File: config.mk
export PLATFORM = sky130hd
export DESIGN_NAME = serial_stream_rx
export DESIGN_NICKNAME = d
export VERILOG_FILES = /design/src/rtl/srx_pkg.sv /design/src/rtl/srx_ctrl.sv /design/src/rtl/srx_datapath.sv /design/src/rtl/serial_stream_rx.sv
export SDC_FILE = /design/constraint.sdc
export NUM_CORES = 1
export LEC_CHECK = 0
export ABC_AREA = 0
export ABC_CLOCK_PERIOD_IN_PS = 4100
export BUFFER_PORTS_ARGS = -buffer_cell sky130_fd_sc_hd__buf_4
export CAP_MARGIN = 15
export CORE_MARGIN = 10
export CORE_UTILIZATION = 52
export CTS_BUF_LIST = sky130_fd_sc_hd__clkbuf_4
export DETAILED_ROUTE_END_ITERATION = 8
export PLACE_DENSITY_LB_ADDON = 0.05
export SLEW_MARGIN = 20
export SYNTH_ARGS = -nofsm -noshare
export SYNTH_HDL_FRONTEND = slang
export SYNTH_HIERARCHICAL = 1
export SYNTH_SLANG_ARGS = --single-unit
File: constraint.sdc
create_clock -name clk -period 4.1 [get_ports clk]
set_input_delay 0.82 -clock clk [delete_from_list [all_inputs] [get_ports clk]]
set_output_delay 0.82 -clock clk [all_outputs]
set_load 0.03 [all_outputs]
File: src/rtl/srx_pkg.sv
package srx_pkg;
  // Strobes sent from the control half to the datapath half each cycle
  typedef struct packed {
    logic capture;  // take one serial bit
    logic bitVal;   // the value of that bit
    logic push;     // this bit completes a byte
  } rxStrobe_t;
endpackage

File: src/rtl/srx_ctrl.sv
module srx_ctrl
  import srx_pkg::*;
#(
  parameter int DATA_W      = 8,
  parameter int FREE_W      = 7,
  parameter int SYNC_STAGES = 2,
  parameter int LOW_MARK    = 8,
  parameter int HIGH_MARK   = 16
) (
  input  logic              clk,
  input  logic              rst,
  input  logic              serClk,
  input  logic              serData,
  input  logic              serEnable,
  input  logic              cfgClkFallEdge,
  input  logic [FREE_W-1:0] freeCount,
  output rxStrobe_t         strobe,
  output logic              reqState
);
  localparam int BIT_W = $clog2(DATA_W);
  localparam logic [BIT_W-1:0] LAST_BIT = BIT_W'(DATA_W - 1);
  localparam logic [FREE_W-1:0] LOW_LIM  = FREE_W'(LOW_MARK);
  localparam logic [FREE_W-1:0] HIGH_LIM = FREE_W'(HIGH_MARK);

  logic [SYNC_STAGES-1:0] clkSync, dataSync, enSync;
  logic                   clkPrev;
  logic [BIT_W-1:0]       bitCnt;

  // Bring the serial wires into the system clock domain
  always_ff @(posedge clk) begin
    if (rst) begin
      clkSync  <= '0;
      dataSync <= '0;
      enSync   <= '0;
      clkPrev  <= 1'b0;
    end else begin
      clkSync  <= {clkSync[SYNC_STAGES-2:0], serClk};
      dataSync <= {dataSync[SYNC_STAGES-2:0], serData};
      enSync   <= {enSync[SYNC_STAGES-2:0], serEnable};
      clkPrev  <= clkSync[SYNC_STAGES-1];
    end
  end

  logic clkNow, roseEdge, fellEdge, sampleEdge, takeBit;
  assign clkNow     = clkSync[SYNC_STAGES-1];
  assign roseEdge   = clkNow & ~clkPrev;
  assign fellEdge   = ~clkNow & clkPrev;
  assign sampleEdge = cfgClkFallEdge ? fellEdge : roseEdge;
  assign takeBit    = sampleEdge & enSync[SYNC_STAGES-1];

  // Bit position inside the byte; kept while the qualifier is low
  always_ff @(posedge clk) begin
    if (rst) begin
      bitCnt <= '0;
    end else if (takeBit) begin
      bitCnt <= (bitCnt == LAST_BIT) ? '0 : bitCnt + 1'b1;
    end
  end

  always_comb begin
    strobe.capture = takeBit;
    strobe.bitVal  = dataSync[SYNC_STAGES-1];
    strobe.push    = takeBit && (bitCnt == LAST_BIT);
  end

  // Request with hysteresis between the two free-space marks
  always_ff @(posedge clk) begin
    if (rst) begin
      reqState <= 1'b0;
    end else if (freeCount <= LOW_LIM) begin
      reqState <= 1'b0;
    end else if (freeCount >= HIGH_LIM) begin
      reqState <= 1'b1;
    end
  end
endmodule

File: src/rtl/srx_datapath.sv
module srx_datapath
  import srx_pkg::*;
#(
  parameter int DATA_W = 8,
  parameter int DEPTH  = 64,
  parameter int FREE_W = 7
) (
  input  logic              clk,
  input  logic              rst,
  input  rxStrobe_t         strobe,
  input  logic              rdReady,
  output logic [DATA_W-1:0] rdData,
  output logic              rdValid,
  output logic [FREE_W-1:0] freeCount
);
  localparam int ADDR_W = $clog2(DEPTH);
  localparam logic [FREE_W-1:0] FULL_CNT = FREE_W'(DEPTH);

  logic [DATA_W-2:0]  shiftReg;
  logic [DATA_W-1:0]  assembled;
  logic [DATA_W-1:0]  mem [DEPTH];
  logic [ADDR_W-1:0]  wrPtr, rdPtr;
  logic [FREE_W-1:0]  count;
  logic               full, pop, accept;

  assign assembled = {shiftReg, strobe.bitVal};
  assign full      = (count == FULL_CNT);
  assign rdValid   = (count != '0);
  assign pop       = rdValid & rdReady;
  assign accept    = strobe.push & (~full | pop);
  assign rdData    = mem[rdPtr];
  assign freeCount = FULL_CNT - count;

  // MSB-first shifter for the bits ahead of the last one
  always_ff @(posedge clk) begin
    if (rst) begin
      shiftReg <= '0;
    end else if (strobe.capture) begin
      shiftReg <= {shiftReg[DATA_W-3:0], strobe.bitVal};
    end
  end

  always_ff @(posedge clk) begin
    if (accept) begin
      mem[wrPtr] <= assembled;
    end
  end

  always_ff @(posedge clk) begin
    if (rst) begin
      wrPtr <= '0;
      rdPtr <= '0;
      count <= '0;
    end else begin
      if (accept) wrPtr <= wrPtr + 1'b1;
      if (pop)    rdPtr <= rdPtr + 1'b1;
      case ({accept, pop})
        2'b10:   count <= count + 1'b1;
        2'b01:   count <= count - 1'b1;
        default: count <= count;
      endcase
    end
  end
endmodule

File: src/rtl/serial_stream_rx.sv
module serial_stream_rx
  import srx_pkg::*;
#(
  parameter int DATA_W      = 8,
  parameter int DEPTH       = 64,
  parameter int SYNC_STAGES = 2,
  parameter int LOW_MARK    = 8,
  parameter int HIGH_MARK   = 16
) (
  input  logic              clk,
  input  logic              rst,
  input  logic              serClk,
  input  logic              serData,
  input  logic              serEnable,
  input  logic              cfgClkFallEdge,
  input  logic              cfgReqActiveLow,
  input  logic              cfgReqEnable,
  output logic              reqOut,
  output logic [DATA_W-1:0] rdData,
  output logic              rdValid,
  input  logic              rdReady
);
  localparam int FREE_W = $clog2(DEPTH) + 1;

  rxStrobe_t         strobe;
  logic              reqState;
  logic [FREE_W-1:0] freeCount;
  logic              reqActive;

  srx_ctrl #(
    .DATA_W(DATA_W), .FREE_W(FREE_W), .SYNC_STAGES(SYNC_STAGES),
    .LOW_MARK(LOW_MARK), .HIGH_MARK(HIGH_MARK)
  ) u_ctrl (
    .clk(clk), .rst(rst), .serClk(serClk), .serData(serData),
    .serEnable(serEnable), .cfgClkFallEdge(cfgClkFallEdge),
    .freeCount(freeCount), .strobe(strobe), .reqState(reqState)
  );

  srx_datapath #(
    .DATA_W(DATA_W), .DEPTH(DEPTH), .FREE_W(FREE_W)
  ) u_dp (
    .clk(clk), .rst(rst), .strobe(strobe), .rdReady(rdReady),
    .rdData(rdData), .rdValid(rdValid), .freeCount(freeCount)
  );

  assign reqActive = ~rst & (cfgReqEnable ? reqState : 1'b1);
  assign reqOut    = reqActive ^ cfgReqActiveLow;
endmodule

# After elaboration in Yosys (flattened, before gate mapping)
# Memory sizes are Yosys's and may differ from the RTL's. A register that Yosys moved wholly into a read port is not among the register bits.
# Cells that the tools add are included.
[classes]
addsub = 6
multipliers = 0
div = 0
n_lt_le_gt_ge = 2
n_eq_ne = 4
shifts = 0
n_mux = 8
bitwise_logic = 12
n_reduce_logical = 4
[op_table]
columns = ["cell", "count"]
rows = [
  ["one-hot mux 7 bit (2 select lines)", 1],
  ["adder 6 x 1 -> 6 bit (second input constant)", 2],
  ["2-to-1 mux 6 bit", 2],
  ["adder 7 x 1 -> 7 bit (second input constant)", 1],
  ["== test 7 bit (second input constant)", 1],
  [">= comparator 7 x 5 -> 1 bit (second input constant)", 1],
  ["less-or-equal comparator 7 x 4 -> 1 bit (second input constant)", 1],
  ["nonzero test 7 bit", 1],
  ["subtractor 7 x 1 -> 7 bit (second input constant)", 1],
  ["subtractor 7 bit (first input constant)", 1],
  ["bitwise AND 1 bit", 6],
  ["2-to-1 mux 1 bit", 4],
  ["inverter 1 bit", 4],
  ["adder 3 x 1 -> 3 bit (second input constant)", 1],
  ["== test 3 bit (second input constant)", 1],
  ["2-to-1 mux 3 bit", 1],
  ["== test 2 x 1 -> 1 bit (second input constant)", 1],
  ["== test 2 bit (second input constant)", 1],
  ["nonzero test 2 bit", 1],
  ["OR reduction 2 bit", 1],
  ["logical AND 1 bit", 1],
  ["OR 1 bit", 1],
  ["XOR 1 bit", 1],
]
[word_totals]
regBits = 37
latch_bits = 0
ram_bits = 512
mem_bits_ro = 0
mem_count = 1
[mem_list]
columns = ["name", "words", "width", "read_ports", "rd_clocked_by_memory_dff", "write_ports", "line", "source"]
rows = [
  ["u_dp.mem", 64, 8, 1, 1, 1, "srx_datapath.sv:21", "logic [DATA_W-1:0] mem [DEPTH];"],
]

# Logic depth before layout (Yosys ltp)
[logic_depth]
ltp_word = 8
ltp_mapped = 12
depth_no_buf = 11

# Modules after synthesis
# Netlist, hierarchy kept.
[modules_own_cells]
columns = ["mod", "n_inst", "cells_per_inst", "area_each_um2"]
rows = [
  ["srx_datapath", 1, 1070, 21446.8],
  ["srx_ctrl", 1, 42, 427.9],
  ["serial_stream_rx", 1, 3, 21.3],
]

# Worst setup path before layout
# Ideal clock, no wire load.
[synth_path]
kind = "register to output"
from = "reg with a tool-made name"
to = "out rdData[7]"
arrival_time_ps = 2366
required_time_ps = 3280
path_slack_ps = 914
path_stages_with_launch = 6
n_path_buf = 2
cell_sequence = "dfxtp_1 clkbuf_1 buf_1 nand2b_1 o22ai_1 nor4_1"
[synth_rtl]
columns = ["item", "line", "source"]
rows = [
  ["end: declaration", "serial_stream_rx.sv:19", "output logic [DATA_W-1:0] rdData,"],
]

==> parameters.txt <==
Parameter                              Value

Critical path
  Critical Path End Type    output port
  Largest stage delay, worst path    0.52 ns
  Worst path required time    3.28 ns
  Cell with the most instances on the worst path    buf_12
  RR Endpoint    u_dp/count[6]
  Worst setup SP type    flop
  Maximum fanout count along the critical path    20
  Cell count of the worst reg-to-reg path    11
  Data arrival time of the worst path    3.23 ns
  Critical-path cell list    buf_12 -> buf_12 -> mux4_2 -> mux2i_1 -> a21oi_1 -> nor4bb_1 -> or4_4 -> buf_6
  Worst-path cell with the longest stage delay    mux4_2
  Crit Path Class    flop to output port
  R2R setup slack    0.72 ns
  R2r startpoint    u_dp/count[0]

Yosys
  Syn Inst Count    1115
  Top cell type by total area after synthesis    edfxtp_1
  Proportion of register bits with asynchronous set or reset after synthesis    0
  Number of synthesized flops with an enable pin    512
  Flop and latch count out of synthesis    555
  Distinct cell type count of the synthesized netlist    59
  Most frequent cells after synthesis    edfxtp_1, mux4_2, nor2_1
  Area fraction of the dominant cell type after synthesis    0.7022
  Largest cells by area after synthesis    edfxtp_1, mux4_2, dfxtp_1
  Share of synthesized area occupied by flip-flops and latches    0.7415
  Most repeated cell in the gate-level netlist after synthesis    edfxtp_1
  Post-synthesis net count    1135
  Netlist area before placement    21900 um2
  Yosys warning total    6
  Synth Area per Inst    19.64 um2
  Most used DFF post-synth    edfxtp_1

Clock tree
  Number of buffers added to fix hold violations after cts    0
  Clock latency on the worst-skew pair    0.84 ns
  CTS sink cnt    555
  CTS tree    yes
  Root buffer cell    clkbuf_4
  Clock transition at path regs    0.07 ns
  H-tree Lvls    4
  Number of CTS-inserted buffers    144
  Clk buf depth    3

Routing
  Highest metal layer with signal wires    met4
  Via-to-Cell Ratio    5.845
  Number of DRC violations after detailed-routing iteration 0    1074
  DRC viols    0
  Via count    11530
  Iteration count of the initial detailed-routing pass    5
  Final ANT Viol Nets    0
  Met3 wirelength from detailed routing    4105 um
  Routed length on met1    21530 um
  Total met2 wirelength after detailed routing    24650 um
  Total routed wirelength    51430 um
  Routed WL per cell    26.07 um

Floorplan
  Std cell rows    75
  Die ar.    50720 um2
  Initial standard-cell utilization of the core    0.5243
  Core Area    41760 um2
  Die X-Extent    225.2 um
  Top-Level Pins    19
  Height of the chip    225.2 um

Global routing
  Via count of the first global-routing pass    11920
  Total routing resource utilization after global routing    0.2092
  Overflow left after global routing    0
  Pin count of the biggest net entering global routing    67
  Antenna violations before repair    1
  Wire length of the first global-routing pass    76310 um

Power and ir drop
  Total power    10.90 mW
  VDD IR-drop max    0.0002762 V
  P_leak    8.047 nW
  Power density cells    422.1 nW/um2

Cells and area
  Layout cell share with drive strength beyond 1    0.3890
  FILL cells    3045
  Final core occ    0.6184
  Design Area, Final    25820 um2
  Post-synthesis to final-layout area growth    17.93%
  Final-stage net count    1361
  Non-filler cells, final    1973

STA
  Max-slew violation count    0
  Part of the cycle the worst path needs    0.9866
  RSZ-0062 raised after global routing    yes
  Setup clock skew after layout    0.03557 ns
  Slew at the pin closest to its max-slew limit    0.7728 ns
  Min Tclk post-route    4.045 ns
  Number of hold-slack violations in the final timing report    0
  Final setup viols    0
  Achievable clock frequency    247.2 MHz
  Worst slew margin    0.4841

Flow run
  Max-Cap Viols    0

Worst hold path
  Worst hold endpoint    u_ctrl/dataSync[0]
  Worst hold-check path type    primary input to flop
  Number of cells on the worst hold path    2
  Launch instance of the worst min-delay path    serData

Placed design
  Weighted congestion reported at the end of routability-driven placement    0.8204
  Cell total after placement    1715
  PortBufs    18
  Dpl hpwl    30670 um
  Instance area after placement    23220 um2

Outcome
  Run status    complete, no violations
## sequential cells by signal, indices dropped and copies added, names as in the netlist, named ones only
| name | flops |
|---|---|
| u_dp/rdPtr | 6 |
| u_ctrl/reqState | 1 |
| u_ctrl/dataSync | 2 |
| u_dp/shiftReg | 7 |
| u_dp/count | 7 |
| u_ctrl/clkPrev | 1 |
| u_dp/mem | 512 |
| u_ctrl/bitCnt | 3 |
| u_dp/wrPtr | 6 |
| u_ctrl/enSync | 2 |
| u_ctrl/clkSync | 2 |
## per-layer routing
metal,up-vias,global-route usage
met3,78,0.06181
met2,437,0.3245
met5,-,0
met4,0,0.07887
met1,5923,0.2765
li1,5094,-
## final cells by class
cell class / instances / area, um2 / area share
clock inverters: 33 / 296.5 / 0.01148
inverters: 9 / 33.78 / 0.001308
flip-flops and latches: 555 / 16260 / 0.6298
well taps: 539 / 674.4 / 0.02612
repair buffers: 137 / 1345 / 0.05209
clock buffers: 204 / 1531 / 0.05931
diodes: 2 / 5.005 / 0.0001938
multi-input cells: 494 / 5673 / 0.2197
## per-stage QoR
step | hold WS [ns] | TNS [ns] | setup slack, ns
2_1_floorplan | 0.4138 | 0 | 0.9138
3_3_place_gp | 0.4170 | 0 | 0.3627
3_5_place_dp | 0.4372 | 0 | 0.3199
4_1_cts | 0.09439 | -0.03583 | -0.01450
5_1_grt | 0.1236 | -0.09090 | -0.07167
6_report | 0.1923 | 0 | 0.05484
## critical path: cells and delay by family, from the launching register on
family                 cells  cell delay [ns]
AND/OR/NAND/NOR            2             0.65
buffers and inverters      3             0.49
multiplexers               2             0.71
flip-flops                 1             0.40
AO/OA/AOI/OAI              1             0.12
## where the power goes
part | leakage (nW) | internal, mW | switching, mW
combinational | 2.13 | 0.0113 | 0.0206
clock | 1.08 | 2.65 | 2.12
sequential | 4.84 | 6.09 | 0.00495
## repair_timing
action                                  in CTS  in global routing
hold endpoints to repair                     0                  0
buffers inserted                            13                  2
gates cloned                                 4                  0
gates resized for setup                     62                 22
endpoints found under the setup margin       8                  6
pin swaps                                   10                  4
## cell families (layout without fill, tap and decap cells)
family,Yosys count,after routing,share of synthesized area
multiplexers,181,181,0.1579
adder cells (fa/ha/maj),11,11,0.006629
other,0,2,0
XOR/XNOR,16,16,0.006400
buffers and inverters,66,383,0.01577
flip-flops,555,555,0.7415
AO/OA/AOI/OAI,72,72,0.02331
AND/OR/NAND/NOR,214,214,0.04846
## layout by cell type (no fill, tap or decap), drive strengths merged, types with 4 or more instances in the layout
cell type / synthesis / routed
or3: 4 / 4
nand3: 14 / 14
nor2b: 15 / 15
mux2i: 47 / 47
clkbuf: 18 / 204
clkinv: 0 / 24
nand3b: 6 / 6
ha: 10 / 10
o221ai: 5 / 5
buf: 39 / 137
nand2: 26 / 26
mux4: 131 / 131
xnor2: 9 / 9
bufinv: 0 / 6
nor2: 99 / 99
dfxtp: 43 / 43
a22oi: 4 / 4
a211oi: 5 / 5
edfxtp: 512 / 512
nand4: 6 / 6
o21ai: 12 / 12
nor3: 10 / 10
o22ai: 19 / 19
inv: 9 / 10
xor2: 7 / 7
a21oi: 12 / 12
nand2b: 7 / 7
## how the worst max path moves through the flow
stage               startpoint        end  depth (start not counted)
finish                    flop  rdData[6]                          8
global route              flop  rdData[6]                          8
CTS                       flop  rdData[6]                          6
floorplan                 flop  rdData[7]                          5
detailed placement        flop  rdData[3]                          7
global placement          flop  rdData[3]                          7
No activity file was read; power rests on OpenSTA's default activity.
